### config.mk
export PLATFORM = sky130hd
export DESIGN_NAME = insn_fetch_sel
export DESIGN_NICKNAME = d
export VERILOG_FILES = /design/src/rtl/ifs_pkg.sv /design/src/rtl/ifs_decode.sv /design/src/rtl/ifs_ports.sv /design/src/rtl/ifs_pc.sv /design/src/rtl/insn_fetch_sel.sv
export SDC_FILE = /design/constraint.sdc
export NUM_CORES = 1
export LEC_CHECK = 0
export BUFFER_PORTS_ARGS = -buffer_cell sky130_fd_sc_hd__buf_4
export CORE_MARGIN = 8
export CORE_UTILIZATION = 46
export CTS_CLUSTER_DIAMETER = 80
export DETAILED_ROUTE_END_ITERATION = 12
export GPL_TIMING_DRIVEN = 0
export HOLD_SLACK_MARGIN = 0.05
export MAX_ROUTING_LAYER = met4
export PLACE_DENSITY = 0.83
export SLEW_MARGIN = 20
export SYNTH_ARGS = -nofsm -noshare
export SYNTH_HDL_FRONTEND = slang
export SYNTH_HIERARCHICAL = 1
export SYNTH_SLANG_ARGS = --single-unit
### constraint.sdc
create_clock -name clk -period 4.43 [get_ports clk]
set_input_delay 0.443 -clock clk [delete_from_list [all_inputs] [get_ports clk]]
set_output_delay 0.443 -clock clk [all_outputs]
set_load 0.1 [all_outputs]
### src/rtl/ifs_pkg.sv
package ifs_pkg;
  localparam logic [3:0] OP_HALT = 4'h0;
  localparam logic [3:0] OP_NOP  = 4'h1;
  localparam logic [3:0] OP_IRM  = 4'h3;
  localparam logic [3:0] OP_MRM  = 4'h5;
  localparam logic [3:0] OP_ALU  = 4'h6;
  localparam logic [3:0] OP_CALL = 4'h8;
  localparam logic [3:0] OP_RET  = 4'h9;
  localparam logic [3:0] OP_PUSH = 4'hA;
  localparam logic [3:0] OP_POP  = 4'hB;
  localparam logic [3:0] ALU_FUN_MAX = 4'h3;
  localparam logic [3:0] REG_NONE = 4'hF;
  localparam logic [3:0] REG_SP   = 4'h4;
endpackage

### src/rtl/ifs_decode.sv
module ifs_decode
  import ifs_pkg::*;
#(
  parameter int PC_W   = 64,
  parameter int WORD_W = 64,
  localparam int CB    = WORD_W / 8,
  localparam int NB    = CB + 2
) (
  input  logic [8*NB-1:0] bytes_in,
  input  logic [PC_W-1:0] pc,
  output logic [3:0]      icode,
  output logic [3:0]      ifun,
  output logic [3:0]      ra,
  output logic [3:0]      rb,
  output logic [WORD_W-1:0] cval,
  output logic [PC_W-1:0] pc_next,
  output logic            legal
);
  logic [WORD_W-1:0] c_regform;
  logic [WORD_W-1:0] c_call;
  logic [3:0]        len;

  assign icode = bytes_in[7:4];
  assign ifun  = bytes_in[3:0];
  assign ra    = bytes_in[15:12];
  assign rb    = bytes_in[11:8];

  genvar k;
  generate
    for (k = 0; k < CB; k++) begin : g_cbyte
      assign c_regform[8*k +: 8] = bytes_in[8*(k+2) +: 8];
      assign c_call[8*k +: 8]    = bytes_in[8*(k+1) +: 8];
    end
  endgenerate

  always_comb begin
    legal = 1'b1;
    len   = 4'd0;
    cval  = '0;
    case (icode)
      OP_HALT, OP_NOP, OP_RET: len = 4'd1;
      OP_PUSH, OP_POP:         len = 4'd2;
      OP_ALU: begin
        if (ifun <= ALU_FUN_MAX) len = 4'd2;
        else legal = 1'b0;
      end
      OP_CALL: begin
        len  = 4'(CB + 1);
        cval = c_call;
      end
      OP_IRM, OP_MRM: begin
        len  = 4'(CB + 2);
        cval = c_regform;
      end
      default: legal = 1'b0;
    endcase
  end

  assign pc_next = pc + {{(PC_W-4){1'b0}}, len};

  // a legal instruction always moves the sequential address forward by 1..NB
  always_comb begin
    if (legal) begin
      a_r3_len_in_range: assert ((pc_next - pc) >= 1 && (pc_next - pc) <= NB);
    end
  end
endmodule

### src/rtl/ifs_ports.sv
module ifs_ports
  import ifs_pkg::*;
(
  input  logic       clk,
  input  logic       rst,
  input  logic [3:0] icode,
  input  logic [3:0] ra,
  input  logic [3:0] rb,
  input  logic       block,
  output logic [3:0] src_a,
  output logic [3:0] src_b,
  output logic [3:0] dst_e,
  output logic [3:0] dst_m
);
  always_comb begin
    src_a = REG_NONE;
    src_b = REG_NONE;
    dst_e = REG_NONE;
    dst_m = REG_NONE;
    if (!block) begin
      case (icode)
        OP_ALU:  begin src_a = ra;     src_b = rb;     dst_e = rb;     end
        OP_IRM:  begin dst_e = rb;                                     end
        OP_MRM:  begin src_b = rb;     dst_m = ra;                     end
        OP_PUSH: begin src_a = ra;     src_b = REG_SP; dst_e = REG_SP; end
        OP_POP:  begin src_a = REG_SP; src_b = REG_SP; dst_e = REG_SP; dst_m = ra; end
        OP_CALL: begin src_b = REG_SP; dst_e = REG_SP;                 end
        OP_RET:  begin src_a = REG_SP; src_b = REG_SP; dst_e = REG_SP; end
        default: ;
      endcase
    end
  end

  // a blocked slot must never name a write target
  a_r11_blocked_no_write: assert property (@(posedge clk) disable iff (rst)
    block |-> (dst_e == REG_NONE && dst_m == REG_NONE));
  // stack operations always touch the stack pointer on the E write port
  a_r8_stack_writes_sp: assert property (@(posedge clk) disable iff (rst)
    (!block && (icode == OP_PUSH || icode == OP_POP || icode == OP_CALL || icode == OP_RET))
      |-> dst_e == REG_SP);
endmodule

### src/rtl/ifs_pc.sv
module ifs_pc #(
  parameter int              PC_W     = 64,
  parameter logic [PC_W-1:0] RESET_PC = '0
) (
  input  logic            clk,
  input  logic            rst,
  input  logic [PC_W-1:0] pc_next,
  input  logic            halt_now,
  input  logic            legal,
  output logic [PC_W-1:0] pc,
  output logic            halted,
  output logic            invalid
);
  always_ff @(posedge clk) begin
    if (rst) begin
      pc      <= RESET_PC;
      halted  <= 1'b0;
      invalid <= 1'b0;
    end else if (!halted && !invalid) begin
      if (halt_now)    halted  <= 1'b1;
      else if (!legal) invalid <= 1'b1;
      else             pc      <= pc_next;
    end
  end

  // once halted, the counter never moves and the flag stays
  a_r9_halt_freezes: assert property (@(posedge clk) disable iff (rst)
    halted |=> ($stable(pc) && halted));
  // the invalid flag is sticky and freezes the counter
  a_r10_invalid_sticky: assert property (@(posedge clk) disable iff (rst)
    invalid |=> ($stable(pc) && invalid));
  // a running, legal, non-halt instruction moves the counter to its successor
  a_r5_advance: assert property (@(posedge clk) disable iff (rst)
    (!halted && !invalid && legal && !halt_now) |=> pc == $past(pc_next));
endmodule

### src/rtl/insn_fetch_sel.sv
module insn_fetch_sel
  import ifs_pkg::*;
#(
  parameter int              PC_W     = 64,
  parameter int              WORD_W   = 64,
  parameter logic [PC_W-1:0] RESET_PC = '0,
  localparam int             NB       = WORD_W / 8 + 2
) (
  input  logic              clk,
  input  logic              rst,
  output logic [PC_W-1:0]   imem_addr,
  input  logic [8*NB-1:0]   imem_data,
  output logic [3:0]        icode,
  output logic [3:0]        ifun,
  output logic [WORD_W-1:0] const_val,
  output logic [PC_W-1:0]   pc_next,
  output logic [3:0]        src_a,
  output logic [3:0]        src_b,
  output logic [3:0]        dst_e,
  output logic [3:0]        dst_m,
  output logic              halted,
  output logic              invalid
);
  logic [PC_W-1:0] pc;
  logic [3:0]      ra, rb;
  logic            legal;
  logic            halt_now;

  ifs_decode #(.PC_W(PC_W), .WORD_W(WORD_W)) u_dec (
    .bytes_in(imem_data), .pc(pc), .icode(icode), .ifun(ifun),
    .ra(ra), .rb(rb), .cval(const_val), .pc_next(pc_next), .legal(legal)
  );

  assign halt_now = legal && (icode == OP_HALT);

  ifs_pc #(.PC_W(PC_W), .RESET_PC(RESET_PC)) u_pc (
    .clk(clk), .rst(rst), .pc_next(pc_next), .halt_now(halt_now),
    .legal(legal), .pc(pc), .halted(halted), .invalid(invalid)
  );

  ifs_ports u_ports (
    .clk(clk), .rst(rst), .icode(icode), .ra(ra), .rb(rb),
    .block(halted || invalid || !legal),
    .src_a(src_a), .src_b(src_b), .dst_e(dst_e), .dst_m(dst_m)
  );

  assign imem_addr = pc;

  // the cycle after reset starts clean at the reset address
  a_r1_reset_state: assert property (@(posedge clk)
    rst |=> (pc == RESET_PC && !halted && !invalid));
endmodule

== Word-level counts from Yosys, hierarchy flattened ==
Cells that the tools add are included.
Word-level totals
  register bits after elaboration: 66
Operators by class
  $lt $le $gt $ge: 1
  bitwise gates (word level): 2
  reductions and logical operators: 21
  eq/ne operators: 8
  add/subtract/negate cells: 1
  mux-type cells: 13
Operators with widths (count)
  64-bit case mux with 2 select lines: 1
  64-bit by 4-bit adder with 64-bit output: 1
  4-bit case mux with 2 select lines: 3
  4-bit two-way mux: 5
  4-bit case mux with 5 select lines: 1
  4-bit == test (second input constant): 4
  2-bit OR reduction: 7
  4-bit by 3-bit == test with 1-bit output (second input constant): 2
  8-bit OR reduction: 1
  3-bit AND reduction: 2
  4-bit by 1-bit == test with 1-bit output (second input constant): 1
  4-bit by 2-bit == test with 1-bit output (second input constant): 1
  4-bit by 2-bit <= comparator with 1-bit output (second input constant): 1
  4-bit zero test: 1
  4-bit OR reduction: 1
  1-bit zero test: 3
  3-bit OR reduction: 1
  1-bit logical AND: 2
  1-bit logical OR: 2
  2-bit two-way mux: 1
  1-bit inverter: 2
  1-bit case mux with 2 select lines: 1
  2-bit AND reduction: 1
  1-bit two-way mux: 1

== Logic depth before layout (Yosys ltp) ==
Gate-level depths: netlist of run 1.
  word-level depth: 6
  mapped depth: 14
  gate-level depth less buffers: 12

== By module ==
Netlist of run 1, hierarchy kept.
Modules (own cells, without submodules)
  ifs_pc: cells an instance 286, times used 1, sequential area each 1321.3 µm², area an instance 3010.4 µm²
  ifs_decode: cells an instance 330, times used 1, sequential area each 0.0 µm², area an instance 2275.9 µm²
  ifs_ports: cells an instance 44, times used 1, sequential area each 0.0 µm², area an instance 260.2 µm²
  insn_fetch_sel: cells an instance 4, times used 1, sequential area each 0.0 µm², area an instance 26.3 µm²

== Worst setup path after synthesis of run 1 ==
No wires, ideal clock.
  path type: input port to output port
  start: input imem_data[6]
  end: output pc_next[42]
  setup slack: -0.491 ns
  buffers on the path: 3
  data required time: 3.987 ns
  data arrival time: 4.478 ns
  cell stages on the path: 12
  cell sequence: clkbuf_1 xnor2_1 nor2_1 clkbuf_1 or2_2 ha_1 a31oi_1 nor4_4 and4bb_1 buf_6 nand4_1 xnor2_1
On the way
  cells in the longest elaborated chain, start to end: 4
Ends and longest elaborated chain
  start: declaration: line insn_fetch_sel.sv:12  | input logic [8*NB-1:0] imem_data,
  4-bit by 1-bit == test with 1-bit output, or another cell as far along: line ifs_decode.sv:40  | case (icode)
  3-bit OR reduction / 2-bit OR reduction (equally long branches): line ifs_decode.sv:40
  4-bit case mux with 5 select lines *: line ifs_decode.sv:40
  64-bit by 4-bit adder with 64-bit output *: line ifs_decode.sv:59  | assign pc_next = pc + {{(PC_W-4){1'b0}}, len};
  end: declaration: line insn_fetch_sel.sv:16  | output logic [PC_W-1:0] pc_next,
Every way passes the cells marked *; elsewhere a longest branch is shown, timed or not.

== Final worst setup path of run 1 ==
  start: input imem_data[5]
  end: output pc_next[26]
The elaborated chain is that of the path after synthesis.

==> metrics.cfg, run 1 <==
[place]
place_area_um2 = 8264
place.gp.congestion = 0.9025
io_buffers = 294
pre_cts_ws_ns = 0.0008002
dpl.hpwl_um = 18180

[global_route]
overflow = 0
grt_max_degree = 11
antenna_found_initial = 0
grt_first_pass_wirelength_um = 33820
grt_usage_pct = 27.23
grt_pass1_vias = 6204

[power]
p_leak_nw = 4.015
vdd_drop_max_mv = 0.1772
power.density_nw_per_um2 = 242.8

[synth]
synth_cells = 664
synth_edf_count = 0
synth.area.top_cells = dfxtp_1, nand2b_1, mux2i_1, a22o_1, xnor2_1
ys_ff_latch = 66
ys_seq_area_share_pct = 23.71
synth_largest_area_cell = dfxtp_1
synth_fp_nets = 750
synth_top_area_share_pct = 23.71
synth_area_um2 = 5573
synth_async_sr_flop_share_pct = 0
ys.flop_type = dfxtp_1
yosys_warnings = 6
synth_cell_type_count = 49
synth_area_per_cell_um2 = 8.393

[job]
max-cap-violations = 0

[cells_and_area]
diodes = 0
final_cell_mix = buf_4, nand2b_1, dfxtp_1
nets = 1060
layout_commonest_cell = buf_4
layout-drive-gt1-share_pct = 40.74
finish.instance_area_um2 = 8623
syn_to_final_growth_pct = 54.74

[outcome]
status = complete, no violations

[worst_setup_path]
crit_buf_inv = 4
worstPathArrival_ns = 3.78
start_kind = input pin
crit_start = imem_data[5]
critical_path_class = in2out
worstPathMaxFanout = 10
r2r-end = u_pc/pc[62]
critPathMaxStageDelay_ns = 0.40
cp.required_ns = 3.99
path_delay_family = simple AND/OR/NAND/NOR gates
crit_chain = clkbuf_1 -> xnor2_1 -> nor2_1 -> clkbuf_1 -> or2_2 -> ha_1 -> a31oi_1 -> nor4_4 -> buf_4 -> nand2_1 -> nor3_1 -> xor2_2 -> buf_4
worst_r2r_path_depth = 11
cp-end-kind = primary output
r2r_slack_ns = 1.69
cp-endpoint = pc_next[26]
cp_num_cells = 13
rr_startpoint = u_pc/pc[0]
crit_slowest_cell = nor3_1

[floorplan]
core_um2 = 11910
rows = 40
io_pins = 300
die_h_um = 126.1
dieWidth_um = 126.1
start_util_pct = 46.79
die_area_um2 = 15890

[worst_hold_path]
hp-start = u_pc/pc[3]
hp-class = reg2reg

[timing]
period_needed_ns = 4.219
max_clock_freq_mhz = 237.0
period_share_pct = 95.24
slew_viol_final = 0
hold_viol_final = 0
skew_ns = 0.01191
setup-violations-final = 0
slew_headroom_pct = 24.90
max_slew.worst_pin.slew_ns = 1.116
fin_ws_ns = 0.2109
rsz0062_at_grt = no

[clock_tree]
root_buffer = clkbuf_16
cts.sinks = 66
clk_pin_slew_ns = 0.05
insertion_delay_ns = 0.33
cts-buffers-inserted = 9
cts_max_level = 3
cts_buffer_depth = 2
cts_tree = done

[route]
drt-initial-drc-count = 438
via_per_inst = 5.462
drc = 0
drt_wl_total_um = 22280
dr.pass1.iters = 5
antenna_left = 0
vias = 6139
wl_per_cell_um = 19.82

[layout make-up]
| type | instances | area, µm² |
|---|---|---|
| Buffer | 58 | 400.4 |
| Clock buffer | 11 | 252.7 |
| Clock inverter | 3 | 40.04 |
| Fill cell | 971 | 3288 |
| Inverter | 6 | 22.52 |
| Multi-Input combinational cell | 534 | 4150 |
| Sequential cell | 66 | 1321 |
| Tap cell | 147 | 183.9 |
| Timing Repair Buffer | 299 | 2252 |
[power by group]
group,switching (mW),internal [mW]
Clock,0.252,0.458
Combinational,0.542,0.237
Sequential,0.00588,0.598
Total,0.800,1.29
[per-layer routing]
layer,track usage [%],vias up,share of wire (%)
met4,8.917,0,2.3
met5,-,-,0
li1,-,2934,-
met1,29.74,2910,39
met2,48.31,266,52
met3,5.823,29,7.2
[worst register-to-register path, delay by kind of cell, from the launching register on]
family	cells	cell delay [ns]
multiplexers	1	0.15
adder cells (fa/ha/maj)	2	0.64
XOR/XNOR	1	0.14
buffers and inverters	2	0.34
AND/OR/NAND/NOR	4	0.56
flip-flops	1	0.33
AO/OA/AOI/OAI	1	0.51
[cell families after synthesis]
family / synth area share [%]
compound gates: 12.46
mux: 11.70
simple gates: 33.30
fa+ha+maj: 1.033
xor+xnor: 10.22
flops: 23.71
buf+inv: 7.589
[metrics by stage]
stage	setup TNS [ns]	util [%]	power [mW]	cells	hold slack [ns]
2_1_floorplan	-0.01980	-	1.203	664	0.7200
3_3_place_gp	0	69.38	1.393	1105	0.4832
3_5_place_dp	0	69.38	1.395	1105	0.4863
4_1_cts	0	71.84	2.111	1119	0.5006
5_1_grt	0	72.40	2.155	1124	0.5151
6_report	0	72.40	2.093	1124	0.4994
[how the worst min path moves through the flow]
stage               cells past startpoint      endpoint  slack [ns]
global route                            2    u_pc/pc[0]        0.52
finish                                  2    u_pc/pc[3]        0.50
global placement                        2    u_pc/pc[0]        0.48
floorplan                               2  u_pc/invalid        0.72
detailed placement                      2    u_pc/pc[3]        0.49
CTS                                     2    u_pc/pc[3]        0.50
[cell usage after synthesis, drive strengths merged, types with 17 or more instances]
master  number
nand2       32
buf         28
nand3       20
nand4       28
xnor2       35
nor3        17
dfxtp       66
clkbuf      30
xor2        30
nor2        35
nand2b     133
mux2i       64
a22o        65
[repair_timing]
item | CTS | global route
hold buffers | 0 | 0
resized for setup | 0 | 6
setup endpoints to repair | 1 | 21
setup buffers | 0 | 5
endpoints found under the hold margin | 0 | 0
cloned | 0 | 0
pin swaps | 1 | 3
[state kept, by name, summed over array words and instances (netlist names)]
signal and count:
u_pc/pc 64, u_pc/halted 1, u_pc/invalid 1
(Power assumes the default switching activity.)
==> run 2: changes to the inputs <==
- CORE_ASPECT_RATIO: not set -> 1.25
==> metrics.cfg, run 2 (same netlist as run 1, synthesis figures left out) <==
[outcome]
status = complete, no violations

[route]
wl_met2_um = 12110  ; +5.2%
via_per_inst = 5.508  ; +0.84%
drt_wl_total_um = 23840  ; +7.0%
wl_met3_um = 2428  ; +52%
drt-met1-wl_um = 8728  ; +0.73%
vias = 6301  ; +2.6%
drc = 0  ; unchanged
wl_per_cell_um = 20.84  ; +5.1%
dr.pass1.iters = 6  ; +1
routed.top_layer = met4
drt-initial-drc-count = 322  ; -26%
antenna_left = 0  ; unchanged

[cells_and_area]
final_cell_mix = buf_4, nand2b_1, dfxtp_1
layout_commonest_cell = buf_4
largest_reg_flops = 64  ; unchanged
nets = 1059  ; -0.094%
syn_to_final_growth_pct = 55.41
largest-register = u_pc/pc
layout-drive-gt1-share_pct = 40.80  ; +0.061 points
top_regs = u_pc/pc x64, u_pc/halted x1, u_pc/invalid x1

[worst_setup_path]
r2r-end = u_pc/pc[56]
critical_path_class = in2out
worstPathMaxFanout = 10  ; unchanged
cp.required_ns = 3.99  ; about the same
cp-end-kind = primary output
worst_r2r_path_depth = 11  ; unchanged
r2r_slack_ns = 1.66  ; -0.03 ns
worstPathArrival_ns = 3.79  ; about the same
rr_startpoint = u_pc/pc[0]
start_kind = input pin

[job]
max-cap-violations = 0  ; unchanged

[floorplan]
start_util_pct = 46.47  ; -0.32 points
rows = 45  ; +13%
dieWidth_um = 114.4  ; -9.2%
core_um2 = 11990  ; +0.68%
die_h_um = 139.1  ; +10%
die_area_um2 = 15910  ; +0.14%
io_pins = 300  ; unchanged

[clock_tree]
cts_max_level = 3  ; unchanged
cts.sinks = 66  ; unchanged
cts_hold_buffers = 0  ; unchanged
insertion_delay_ns = 0.34  ; about the same
root_buffer = clkbuf_16
cts_tree = done
clk_pin_slew_ns = 0.06  ; about the same
cts_buffer_depth = 2  ; unchanged
cts-buffers-inserted = 9  ; unchanged

[timing]
max_clock_freq_mhz = 236.0  ; -0.42%
skew_ns = 0.007093  ; -0.004816 ns
setup-violations-final = 0  ; unchanged
tns_ns = 0  ; unchanged
fin_worst_hold_slack_ns = 0.4583  ; -0.04108 ns
slew_headroom_pct = 33.62  ; +8.7 points
period_needed_ns = 4.237  ; +0.01761 ns
hold_viol_final = 0  ; unchanged
slew_viol_final = 0  ; unchanged
max_slew.worst_pin.slew_ns = 0.9866  ; -0.1295 ns
rsz0062_at_grt = no
period_share_pct = 95.64  ; +0.40 points

[power]
p_leak_nw = 4.021  ; +0.13%
vdd_drop_max_mv = 0.2102  ; +19%
total_power_mw = 2.120  ; +1.3%
power.density_nw_per_um2 = 244.7  ; +0.82%

[global_route]
grt_max_degree = 12  ; +1
grt_usage_pct = 29.23  ; +2.0 points
grt_pass1_vias = 6493  ; +4.7%
grt_first_pass_wirelength_um = 35150  ; +3.9%
overflow = 0  ; unchanged
antenna_found_initial = 2  ; +2

[worst_hold_path]
hp-class = in2reg
hp-start = rst
hold_end = u_pc/invalid
min_delay_path_depth = 2  ; unchanged

[place]
io_buffers = 294  ; unchanged
dpl.hpwl_um = 19510  ; +7.4%
place.gp.congestion = 0.9019  ; about the same

run 2: worst max-delay path by stage:
stage                            start     endpoint
final                     imem_data[6]  pc_next[52]
after global routing      imem_data[5]  pc_next[26]
after CTS                 imem_data[6]  pc_next[63]
after floorplan           imem_data[6]  pc_next[45]
after detailed placement  imem_data[6]  pc_next[38]
after global placement    imem_data[6]  pc_next[40]
run 2: metal layers:
layer	global-route usage, %	up-vias
li1	-	2938
met1	29.40	3023
met2	51.32	305
met3	9.412	35
met4	10.68	0
met5	-	-
run 2: worst max-delay path: stages:
cell and delay (ns):
clkbuf_1 0.26, xnor2_1 0.16, nor2_1 0.07, clkbuf_1 0.23, or2_2 0.34, ha_1 0.33, a31oi_1 0.23, nor4_4 0.46
buf_4 0.21, and4bb_2 0.32, nand4_1 0.17, xnor2_2 0.23, buf_4 0.32
run 2: cell type report:
cell class / count / area [µm²]
multi-input combinational: 534 / 4144
fill: 1004 / 3332
timing repair buffer: 298 / 2256
sequential: 66 / 1321
buffer: 58 / 401.6
clock buffer: 11 / 252.7
tap: 164 / 205.2
clock inverter: 5 / 52.55
inverter: 6 / 22.52
antenna: 2 / 5.005
run 2: what timing repair did:
action                                  CTS  global route
pin swaps                                 1             1
endpoints found under the setup margin    2            12
resized for setup                         0            10
setup buffers                             2             2
run 2: per-stage QoR:
step / setup slack [ns] / instances / instance area, µm² / utilization, %
after floorplan: -0.01980 / 664 / 5873 / -
after global placement: 0.03934 / 1122 / 8285 / 69.09
after detailed placement: -0.04331 / 1122 / 8285 / 69.09
after CTS: 0.1570 / 1140 / 8606 / 71.76
after global routing: 0.02806 / 1144 / 8661 / 72.22
final: 0.1933 / 1144 / 8661 / 72.22
run 2: report_power, final:
part | switching, mW | internal, mW | leakage, nW
Sequential | 0.00591 | 0.598 | 0.532
Combinational | 0.544 | 0.238 | 3.34
Clock | 0.271 | 0.463 | 0.151
==> run 3: changes to the inputs <==
- CORE_ASPECT_RATIO: 1.25 -> not set
- CORE_UTILIZATION: 46 -> 50
- PLACE_DENSITY: 0.83 -> 0.89
- clock period: 4.43 -> 5 ns (I/O delays scaled with it)
==> metrics.cfg, run 3 (same netlist as run 1, synthesis figures left out) <==
[clock_tree]
cts-buffers-inserted = 9  ; unchanged
clk_pin_slew_ns = 0.08  ; +0.02 ns
cts-resized-gates = 0  ; unchanged
insertion_delay_ns = 0.34  ; about the same
cts_hold_buffers = 0  ; unchanged
cts_tree = done
root_buffer = clkbuf_8
cts.sinks = 66  ; unchanged
cts_buffer_depth = 2  ; unchanged
cts_max_level = 3  ; unchanged
cts_setup_buffers = 0  ; -2

[floorplan]
die_h_um = 121.6  ; -13%
dieWidth_um = 121.6  ; +6.2%
core_um2 = 10840  ; -9.6%
start_util_pct = 51.41  ; +4.9 points
io_pins = 300  ; unchanged
die_area_um2 = 14780  ; -7.1%
rows = 38  ; -16%

[cells_and_area]
nFillCells = 883  ; -12%
multi_input_area_um2 = 3844  ; -7.2%
diodes = 0  ; -2
nets = 1055  ; -0.38%
largest_reg_flops = 64  ; unchanged
largest-register = u_pc/pc
final_cell_mix = buf_4, nand2b_1, dfxtp_1
top_regs = u_pc/pc x64, u_pc/halted x1, u_pc/invalid x1
regArea_um2 = 1321  ; unchanged
syn_to_final_growth_pct = 46.65
layout_commonest_cell = buf_4
layout-drive-gt1-share_pct = 36.14  ; -4.7 points

[route]
drt_wl_total_um = 22010  ; -7.7%
antenna_left = 0  ; unchanged
drt-initial-drc-count = 521  ; +62%
dr.pass1.iters = 5  ; -1
via_per_inst = 5.571  ; +1.1%
vias = 6206  ; -1.5%
drc = 0  ; unchanged
wl_per_cell_um = 19.75  ; -5.2%

[global_route]
grt_pass1_vias = 5999  ; -7.6%
antenna_found_initial = 0  ; -2
grt_usage_pct = 28.91  ; -0.32 points
grt_max_degree = 13  ; +1
overflow = 0  ; unchanged
grt_first_pass_wirelength_um = 33040  ; -6.0%

[place]
dpl.hpwl_um = 18050  ; -7.5%
io_buffers = 294  ; unchanged
place.gp.congestion = 0.9524  ; +5.6%

[worst_setup_path]
crit_slowest_cell = nor4_4
critical_path_class = in2out
cp.required_ns = 4.50  ; +0.51 ns
r2r-end = u_pc/pc[62]
worstPathArrival_ns = 4.10  ; +0.31 ns
cp-end-kind = primary output
r2r_slack_ns = 2.12  ; +0.46 ns
worst_r2r_path_depth = 10  ; -1
critPathMaxStageDelay_ns = 0.62  ; +0.16 ns
rr_startpoint = u_pc/pc[0]
start_kind = input pin
worstPathMaxFanout = 10  ; unchanged
crit_chain = clkbuf_1 -> xnor2_1 -> nor2_1 -> clkbuf_1 -> or2_2 -> ha_1 -> a31oi_1 -> nor4_4 -> and4bb_1 -> buf_6 -> nand4_1 -> xnor2_1 -> buf_4

[timing]
setup-violations-final = 0  ; unchanged
hold_viol_final = 0  ; unchanged
period_needed_ns = 4.604
max_slew.worst_pin.slew_ns = 1.059  ; +0.07278 ns
period_share_pct = 92.07
rsz0062_at_grt = no
tns_ns = 0  ; unchanged
slew_headroom_pct = 28.72  ; -4.9 points
skew_ns = 0.01460  ; +0.007511 ns
max_clock_freq_mhz = 217.2
slew_viol_final = 0  ; unchanged

[power]
vdd_drop_max_mv = 0.1534  ; -27%
power.density_nw_per_um2 = 208.1  ; -15%
total_power_mw = 1.701  ; -20%
p_leak_nw = 3.783  ; -5.9%

[worst_hold_path]
hold_end = u_pc/pc[12]
min_delay_path_depth = 2  ; unchanged
hp-start = u_pc/pc[12]
hp-class = reg2reg

[job]
max-cap-violations = 0  ; unchanged

[outcome]
status = complete, no violations

-- run 3: how the worst max path moves through the flow --
stage,startpoint,end,cells after the start
after floorplan,imem_data[6],pc_next[62],12
after global placement,imem_data[6],pc_next[62],13
after global routing,imem_data[6],pc_next[62],13
after detailed placement,imem_data[6],pc_next[62],13
final,imem_data[6],pc_next[62],13
after CTS,imem_data[6],pc_next[62],13
-- run 3: layout make-up --
class                           count  share of cell area (%)
Buffer                             58                   4.899
Clock inverter                      5                  0.7502
Inverter                            6                  0.2756
Timing Repair Buffer              294                   27.01
Tap cell                          140                   2.143
Sequential cell                    66                   16.17
Multi-Input combinational cell    534                   47.03
Clock buffer                       11                   1.730
-- run 3: layer usage --
metal  vias to the layer above  global-route usage [%]  part of all wire [%]
li1                       2936                       -                     -
met5                         -                       -                     0
met2                       292                   48.88                    51
met1                      2950                   33.54                    39
met4                         0                   8.019                   1.9
met3                        28                   6.756                   7.9
-- run 3: power breakdown --
part | internal (mW) | switching [mW]
registers | 0.529 | 0.00517
clock network | 0.247 | 0.228
logic | 0.210 | 0.481
-- run 3: stage by stage --
step | std cells | area, µm² | setup slack [ns] | hold WS [ns] | utilization (%)
CTS | 1114 | 8173 | 0.4344 | 0.5009 | 75.39
global route | 1114 | 8173 | 0.2104 | 0.5371 | 75.39
floorplan | 664 | 5588 | 0.003522 | 0.7770 | -
detailed placement | 1098 | 7970 | 0.4462 | 0.4897 | 73.52
global placement | 1098 | 7970 | 0.5508 | 0.4810 | 73.52
finish | 1114 | 8173 | 0.3964 | 0.4987 | 75.39
-- run 3: critical path: cells and delay by family --
family                     cells  cell delay, ns
buffers and inverters          4            1.06
xor gates and xnor gates       2            0.50
and+or+nand+nor                5            1.48
AOI/OAI and AO/OA              1            0.23
adders and majority gates      1            0.33
